==> src/rtl/rfm_pkg.sv <==
// Package: shared types and constants for the receive flow-control matcher.
// Assumes byte-wide characters unless the top overrides DW.
package rfm_pkg;
    typedef enum logic [1:0] {
        PEND_NONE = 2'd0,
        PEND_XOFF = 2'd1,
        PEND_XON  = 2'd2
    } pend_t;

    localparam logic [1:0] MODE_OFF  = 2'b00;
    localparam logic [1:0] MODE_P2   = 2'b01;
    localparam logic [1:0] MODE_P1   = 2'b10;
    localparam logic [1:0] MODE_SEQ  = 2'b11;

    localparam int NFLAG    = 3;
    localparam int FLG_XOFF = 0;
    localparam int FLG_XON  = 1;
    localparam int FLG_SPEC = 2;

    typedef struct packed {
        logic  wr_in;    // write the byte under judgement
        logic  wr_pend;  // write the held first code
        logic  ev_xoff;  // pause event
        logic  ev_xon;   // resume event
        logic  spec;     // special character seen
        logic  replay;   // judge this byte again next cycle
        pend_t pend_nxt; // next held-code state
    } act_t;
endpackage

==> src/rtl/rfm_classify.sv <==
// Module: rfm_classify
// Judges one byte against the compare registers under the active mode and
// returns the action. Purely combinational; holds no state.
// Assumes the four flow-control codes are programmed to distinct values.
module rfm_classify
    import rfm_pkg::*;
#(
    parameter int DW = 8
) (
    input  logic          in_v,
    input  logic [DW-1:0] in_d,
    input  logic [1:0]    mode,
    input  pend_t         pend,
    input  logic [DW-1:0] xon1_chr,
    input  logic [DW-1:0] xon2_chr,
    input  logic [DW-1:0] xoff1_chr,
    input  logic [DW-1:0] xoff2_chr,
    input  logic          spec_en,
    output act_t          act
);
    logic hit_on1, hit_on2, hit_off1, hit_off2;

    // Equality of the byte with each compare register, bit 0 to bit 0.
    always_comb begin
        hit_on1  = (in_d == xon1_chr);
        hit_on2  = (in_d == xon2_chr);
        hit_off1 = (in_d == xoff1_chr);
        hit_off2 = (in_d == xoff2_chr);
    end

    // Decide the fate of the byte for the active mode and held-code state.
    always_comb begin
        act          = '0;
        act.pend_nxt = pend;
        if (in_v) begin
            act.spec = spec_en && hit_off2;
            unique case (mode)
                MODE_OFF: act.wr_in = 1'b1;
                MODE_P1: begin
                    if (hit_off1)      act.ev_xoff = 1'b1;
                    else if (hit_on1)  act.ev_xon  = 1'b1;
                    else               act.wr_in   = 1'b1;
                end
                MODE_P2: begin
                    if (hit_off2)      act.ev_xoff = 1'b1;
                    else if (hit_on2)  act.ev_xon  = 1'b1;
                    else               act.wr_in   = 1'b1;
                end
                default: begin
                    unique case (pend)
                        PEND_XOFF: begin
                            act.pend_nxt = PEND_NONE;
                            if (hit_off2) begin
                                act.ev_xoff = 1'b1;
                            end else begin
                                act.wr_pend = 1'b1;
                                act.replay  = 1'b1;
                                act.spec    = 1'b0;
                            end
                        end
                        PEND_XON: begin
                            act.pend_nxt = PEND_NONE;
                            if (hit_on2) begin
                                act.ev_xon = 1'b1;
                            end else begin
                                act.wr_pend = 1'b1;
                                act.replay  = 1'b1;
                                act.spec    = 1'b0;
                            end
                        end
                        default: begin
                            if (hit_off1)      act.pend_nxt = PEND_XOFF;
                            else if (hit_on1)  act.pend_nxt = PEND_XON;
                            else               act.wr_in    = 1'b1;
                        end
                    endcase
                end
            endcase
        end
    end
endmodule

==> src/rtl/rfm_track.sv <==
// Module: rfm_track
// Holds the sequence-mode held code, the replay byte, the transmit-halt
// level and the sticky flags. Synchronous active-low reset to zero.
// Assumes at most one byte is judged per cycle.
module rfm_track
    import rfm_pkg::*;
#(
    parameter int DW = 8
) (
    input  logic             clk,
    input  logic             rst_n,
    input  logic             in_v,
    input  logic [DW-1:0]    in_d,
    input  logic [1:0]       mode,
    input  act_t             act,
    input  logic             flag_clr,
    output pend_t            pend,
    output logic             replay_v,
    output logic [DW-1:0]    replay_d,
    output logic             tx_halt,
    output logic [NFLAG-1:0] flags
);
    logic [NFLAG-1:0] flag_set;

    // Held first code of a pair; dropped when the mode leaves sequence mode.
    always_ff @(posedge clk) begin
        if (!rst_n)                pend <= PEND_NONE;
        else if (mode != MODE_SEQ) pend <= PEND_NONE;
        else if (in_v)             pend <= act.pend_nxt;
    end

    // Byte to re-judge one cycle after a broken sequence.
    always_ff @(posedge clk) begin
        if (!rst_n) begin
            replay_v <= 1'b0;
            replay_d <= '0;
        end else begin
            replay_v <= act.replay;
            if (act.replay) replay_d <= in_d;
        end
    end

    // Transmit-halt level: pause sets, resume clears.
    always_ff @(posedge clk) begin
        if (!rst_n)           tx_halt <= 1'b0;
        else if (act.ev_xoff) tx_halt <= 1'b1;
        else if (act.ev_xon)  tx_halt <= 1'b0;
    end

    // Gather the per-flag set requests.
    always_comb begin
        flag_set           = '0;
        flag_set[FLG_XOFF] = act.ev_xoff;
        flag_set[FLG_XON]  = act.ev_xon;
        flag_set[FLG_SPEC] = act.spec;
    end

    // One sticky flag per event; set wins over a clear in the same cycle.
    for (genvar g = 0; g < NFLAG; g++) begin : g_flag
        always_ff @(posedge clk) begin
            if (!rst_n)           flags[g] <= 1'b0;
            else if (flag_set[g]) flags[g] <= 1'b1;
            else if (flag_clr)    flags[g] <= 1'b0;
        end
    end
endmodule

==> src/rtl/rx_flow_matcher.sv <==
// Module: rx_flow_matcher (top)
// Filters received bytes into the FIFO, swallowing flow-control codes of
// the active compare set, and keeps halt level, flags and interrupt.
// Assumes rx_valid strobes are at least two cycles apart so a replayed byte
// never meets a new strobe; the compare registers are static while bytes flow.
module rx_flow_matcher
    import rfm_pkg::*;
#(
    parameter int DW = 8
) (
    input  logic          clk,
    input  logic          rst_n,
    input  logic          rx_valid,
    input  logic [DW-1:0] rx_data,
    input  logic [DW-1:0] xon1_chr,
    input  logic [DW-1:0] xon2_chr,
    input  logic [DW-1:0] xoff1_chr,
    input  logic [DW-1:0] xoff2_chr,
    input  logic [1:0]    cmp_mode,
    input  logic          spec_en,
    input  logic          ie_flow,
    input  logic          ie_spec,
    input  logic          flag_clr,
    output logic          fifo_we,
    output logic [DW-1:0] fifo_wdata,
    output logic          tx_halt,
    output logic          xoff_flag,
    output logic          xon_flag,
    output logic          spec_flag,
    output logic          irq
);
    logic             in_v;
    logic [DW-1:0]    in_d;
    pend_t            pend;
    logic             replay_v;
    logic [DW-1:0]    replay_d;
    logic [NFLAG-1:0] flags;
    act_t             act;
    logic [DW-1:0]    pend_byte;

    // Pick the byte to judge: a replayed byte or the fresh strobe.
    always_comb begin
        in_v = rx_valid | replay_v;
        in_d = replay_v ? replay_d : rx_data;
    end

    rfm_classify #(.DW(DW)) i_classify (
        .in_v      (in_v),
        .in_d      (in_d),
        .mode      (cmp_mode),
        .pend      (pend),
        .xon1_chr  (xon1_chr),
        .xon2_chr  (xon2_chr),
        .xoff1_chr (xoff1_chr),
        .xoff2_chr (xoff2_chr),
        .spec_en   (spec_en),
        .act       (act)
    );

    rfm_track #(.DW(DW)) i_track (
        .clk      (clk),
        .rst_n    (rst_n),
        .in_v     (in_v),
        .in_d     (in_d),
        .mode     (cmp_mode),
        .act      (act),
        .flag_clr (flag_clr),
        .pend     (pend),
        .replay_v (replay_v),
        .replay_d (replay_d),
        .tx_halt  (tx_halt),
        .flags    (flags)
    );

    // Value of the held first code, rebuilt from its register.
    always_comb pend_byte = (pend == PEND_XON) ? xon1_chr : xoff1_chr;

    // Registered FIFO write port.
    always_ff @(posedge clk) begin
        if (!rst_n) begin
            fifo_we    <= 1'b0;
            fifo_wdata <= '0;
        end else begin
            fifo_we <= act.wr_in | act.wr_pend;
            if (act.wr_pend)    fifo_wdata <= pend_byte;
            else if (act.wr_in) fifo_wdata <= in_d;
        end
    end

    // Flag outputs and the gated interrupt.
    always_comb begin
        xoff_flag = flags[FLG_XOFF];
        xon_flag  = flags[FLG_XON];
        spec_flag = flags[FLG_SPEC];
        irq       = (ie_flow & (xoff_flag | xon_flag)) | (ie_spec & spec_flag);
    end
endmodule

==> config.mk <==
export PLATFORM = sky130hd
export DESIGN_NAME = rx_flow_matcher
export DESIGN_NICKNAME = d
export VERILOG_FILES = /design/src/rtl/rfm_pkg.sv /design/src/rtl/rfm_classify.sv /design/src/rtl/rfm_track.sv /design/src/rtl/rx_flow_matcher.sv
export SDC_FILE = /design/constraint.sdc
export NUM_CORES = 1
export LEC_CHECK = 0
export BUFFER_PORTS_ARGS = -buffer_cell sky130_fd_sc_hd__buf_2
export CAP_MARGIN = 40
export CORE_UTILIZATION = 41
export CTS_CLUSTER_DIAMETER = 30
export DETAILED_ROUTE_END_ITERATION = 7
export GPL_ROUTABILITY_DRIVEN = 0
export GPL_TIMING_DRIVEN = 1
export PLACE_DENSITY_LB_ADDON = 0.3
export SLEW_MARGIN = 20
export SYNTH_ARGS = -nofsm -noshare
export SYNTH_HDL_FRONTEND = slang
export SYNTH_SLANG_ARGS = --single-unit
==> constraint.sdc <==
create_clock -name clk -period 4.6 [get_ports clk]
set_clock_uncertainty 0.05 [all_clocks]
set_input_delay 0.69 -clock clk [delete_from_list [all_inputs] [get_ports clk]]
set_output_delay 0.69 -clock clk [all_outputs]
set_load 0.01 [all_outputs]
==> results summary <==
The run finished, with violations left. The final reports fail on design-rule violations. The detailed placer's ending HPWL came out at 3.82 mm. The pin slew with the least headroom to its limit is 0.798 ns. The core outline area is 4440 um^2. The highest clock frequency the design can meet is 295 MHz. In this run the deepest clock path goes through 2 buffers.

The number of rows created at floorplan came out at 24. The accumulated negative setup slack came out at 0 ns. The number of nets in the synthesized netlist is 260.

The number of antenna-violating nets in the routed design is 0. The number of enable-type register cells in the synthesized netlist came out at 0. The hold buffer count at CTS came out at 0.

The via count of the first global-routing pass came out at 1694. Summing all multi-input logic gate instances after layout gives 1360 um^2. The detailed-router iteration count before antenna repair is 6. The insertion delay to the later sink of the worst-skew pair came out at 0.27 ns.

The count of endpoints failing setup in the final report came out at 0. After the last flow step, the layout net total stands at 319. The max-capacitance violation count came out at 0. The number of storage elements in the synthesis netlist is 24. The largest fanout on the critical path came out at 9. Dividing the detail-routed via count by the number of cells gives 5.58.

The first global-routing pass estimated 8.11 mm of wire. The synthesized instance count came out at 209. For this run, the number of Yosys warnings is 0. The cell area after technology mapping came out at 1930 um^2.

The overall overflow remaining after global route came out at 0. The initial antenna violation count came out at 0. The number of setup buffers added after CTS is 0.

The die covers 4970 um^2. The synthesis-to-finish area growth is 21.5%. By startpoint and endpoint, the worst setup path is classified as flop to flop.

The antenna diode instance count is 0. The areal power density over the cells came out at 225 nW/um^2. For this run, the total global-route usage over all layers was measured as 20.6%.

Post-CTS repair changed the size of 0 cells. The most used flip-flop cell after synthesis is dfxtp_1. TritonCTS built the clock tree. The effective utilization at floorplan came out at 43.3%. The sequential power share is 40.9%. Summed over all nets, the switching power comes to 140 uW. The number of buffers added on ports is 62.

The worst hold path belongs to the class flop to flop. The post-detailed-placement cell area came out at 2270 um^2. Data on the critical path is required at its endpoint by 4.69 ns.

From left edge to right edge, the die measures 70.5 um. The standby leakage power came out at 0.000888 uW. The distinct cell type count after synthesis came out at 38. The layout has 416 filler cells. The total detailed-routing wirelength came out at 4.92 mm. The share of post-route cells with drive strength above 1 is 36.7%. The worst-case IR drop observed on VDD is 0.000119 V. The relative contribution of combinational cells to total power came out at 23.0%.

The fraction of power spent switching nets is 26.5%. After the first detailed-routing iteration, the DRC count stood at 121. STA classifies the critical path startpoint as a flop. After layout, the minimum clock period comes to 3.39 ns.

The hold violation count in the final report came out at 0. Clock-pin slew was measured on the worst setup and hold paths at 0.09 ns. The flip-flop and latch area came out at 480 um^2. The number of primary I/O pins is 63.

The post-synthesis sequential area ratio came out at 25.0%. The library cell used most frequently in the layout, excluding fill and tap cells, is buf_2. Entering global routing, the biggest net connects 23 pins. The internal power consumption is 386 uW.

The total CTS buffers came out at 3. In the layout the commonest cells are buf_2 (62), xnor2_1 (32), dfxtp_1 (24), nor2_1 (19), nand3_1 (13). The arrival time at the worst endpoint came out at 3.48 ns. The root buffer cell chosen for the clock tree is clkbuf_8. The number of sinks handled by clock tree synthesis came out at 24. The number of slew-limit violations in the final report came out at 0.

Averaged over all synthesized cells, the footprint is 9.21 um^2. Summing over every cut layer, the via total after detailed routing is 1779. The fraction of power consumed by the clock network is 36.1%. Setup repair after global routing left no endpoint under its margin. The final critical path takes up 73.7% of the cycle. The overall die height came out at 70.5 um.

In the final routed layout, each cell accounts on average for 15.4 um. For this run, design rule violations remaining after detail routing come to 8. The async set or reset register ratio after synthesis is 0%.

The number of H-tree branching levels came out at 1. The worst setup path is captured at a flop. The summed area of non-filler cells in the final layout is 2340 um^2. The normalized max-slew margin is 46.6%.
## metal layers
metal,part of all wire [%],vias up,global-route usage [%]
met5,0,-,0
met2,46,72,33.8
met3,6.2,2,4.84
met4,0.43,0,4.22
met1,47,816,27.8
li1,-,889,-
## logic make-up after synthesis
logic type	count (synthesis)	share of synthesized area [%]
compound gates	48	20.9
xor+xnor	32	14.6
fa+ha+maj	2	1.30
buf+inv	17	4.22
flops	24	25.0
mux	16	14.0
simple gates	70	20.0
## critical path: stages, from the launching register on
cell,delay (ns)
dfxtp_1,0.51
buf_4,0.31
mux2i_4,0.41
xnor2_1,0.14
nor4_2,0.48
a311oi_1,0.21
a311oi_4,0.49
or3_1,0.51
o211ai_2,0.14
## cells in the mapped netlist, types with 4 or more instances
cell	number	area share [%]
nor2_1	19	3.7
o211ai_2	8	5.2
inv_1	7	1.4
clkbuf_1	6	1.2
a211oi_1	8	3.1
or3_1	10	3.2
xnor2_1	32	15
mux2i_4	8	9.4
nand3_1	13	3.4
mux2_2	8	4.7
and2_1	8	2.6
a21oi_1	8	2.1
o311ai_0	7	3.2
nand2_1	5	0.97
nor4_2	4	2.6
dfxtp_1	24	25
## registers in the layout, summed over array words and instances (netlist names)
register / cells
fifo_wdata: 8
fifo_we: 1
i_track.flags: 3
i_track.pend: 2
i_track.replay_d: 8
i_track.replay_v: 1
i_track.tx_halt: 1
## power groups by stage
stage               combinational, uW  sequential, uW  clock, uW
floorplan                        73.1             222          0
global placement                  120             220          0
detailed placement                120             220          0
CTS                               121             215        195
global route                      133             216        206
finish                            121             215        190
## final timing paths
kind | from | end | slack (ns) | cells past startpoint
min reg2reg | i_track.tx_halt | i_track.tx_halt | 0.41 | 2
max | i_track.replay_v | fifo_wdata[2] | 1.21 | 8
max reg2reg | i_track.replay_v | fifo_wdata[2] | 1.21 | 8
min | i_track.tx_halt | i_track.tx_halt | 0.41 | 2
## layout make-up
type                            count  area share [%]
Multi-Input combinational cell    168            58.3
Sequential cell                    24            20.5
Timing Repair Buffer               64            14.2
Tap cell                           52            2.78
Clock buffer                        3            1.76
Clock inverter                      1            1.28
Inverter                            7            1.12
## through the flow
step / utilization [%] / cells / total power [uW] / hold slack (ns) / setup slack, ns
5_1_grt: 52.6 / 319 / 554 / 0.431 / 0.956
6_report: 52.6 / 319 / 526 / 0.410 / 1.21
3_5_place_dp: 51.0 / 315 / 340 / 0.400 / 1.20
3_3_place_gp: 50.7 / 314 / 340 / 0.405 / 1.19
4_1_cts: 52.6 / 319 / 531 / 0.414 / 1.18
2_1_floorplan: - / 209 / 296 / 0.432 / 2.08
(Power assumes the default switching activity.)
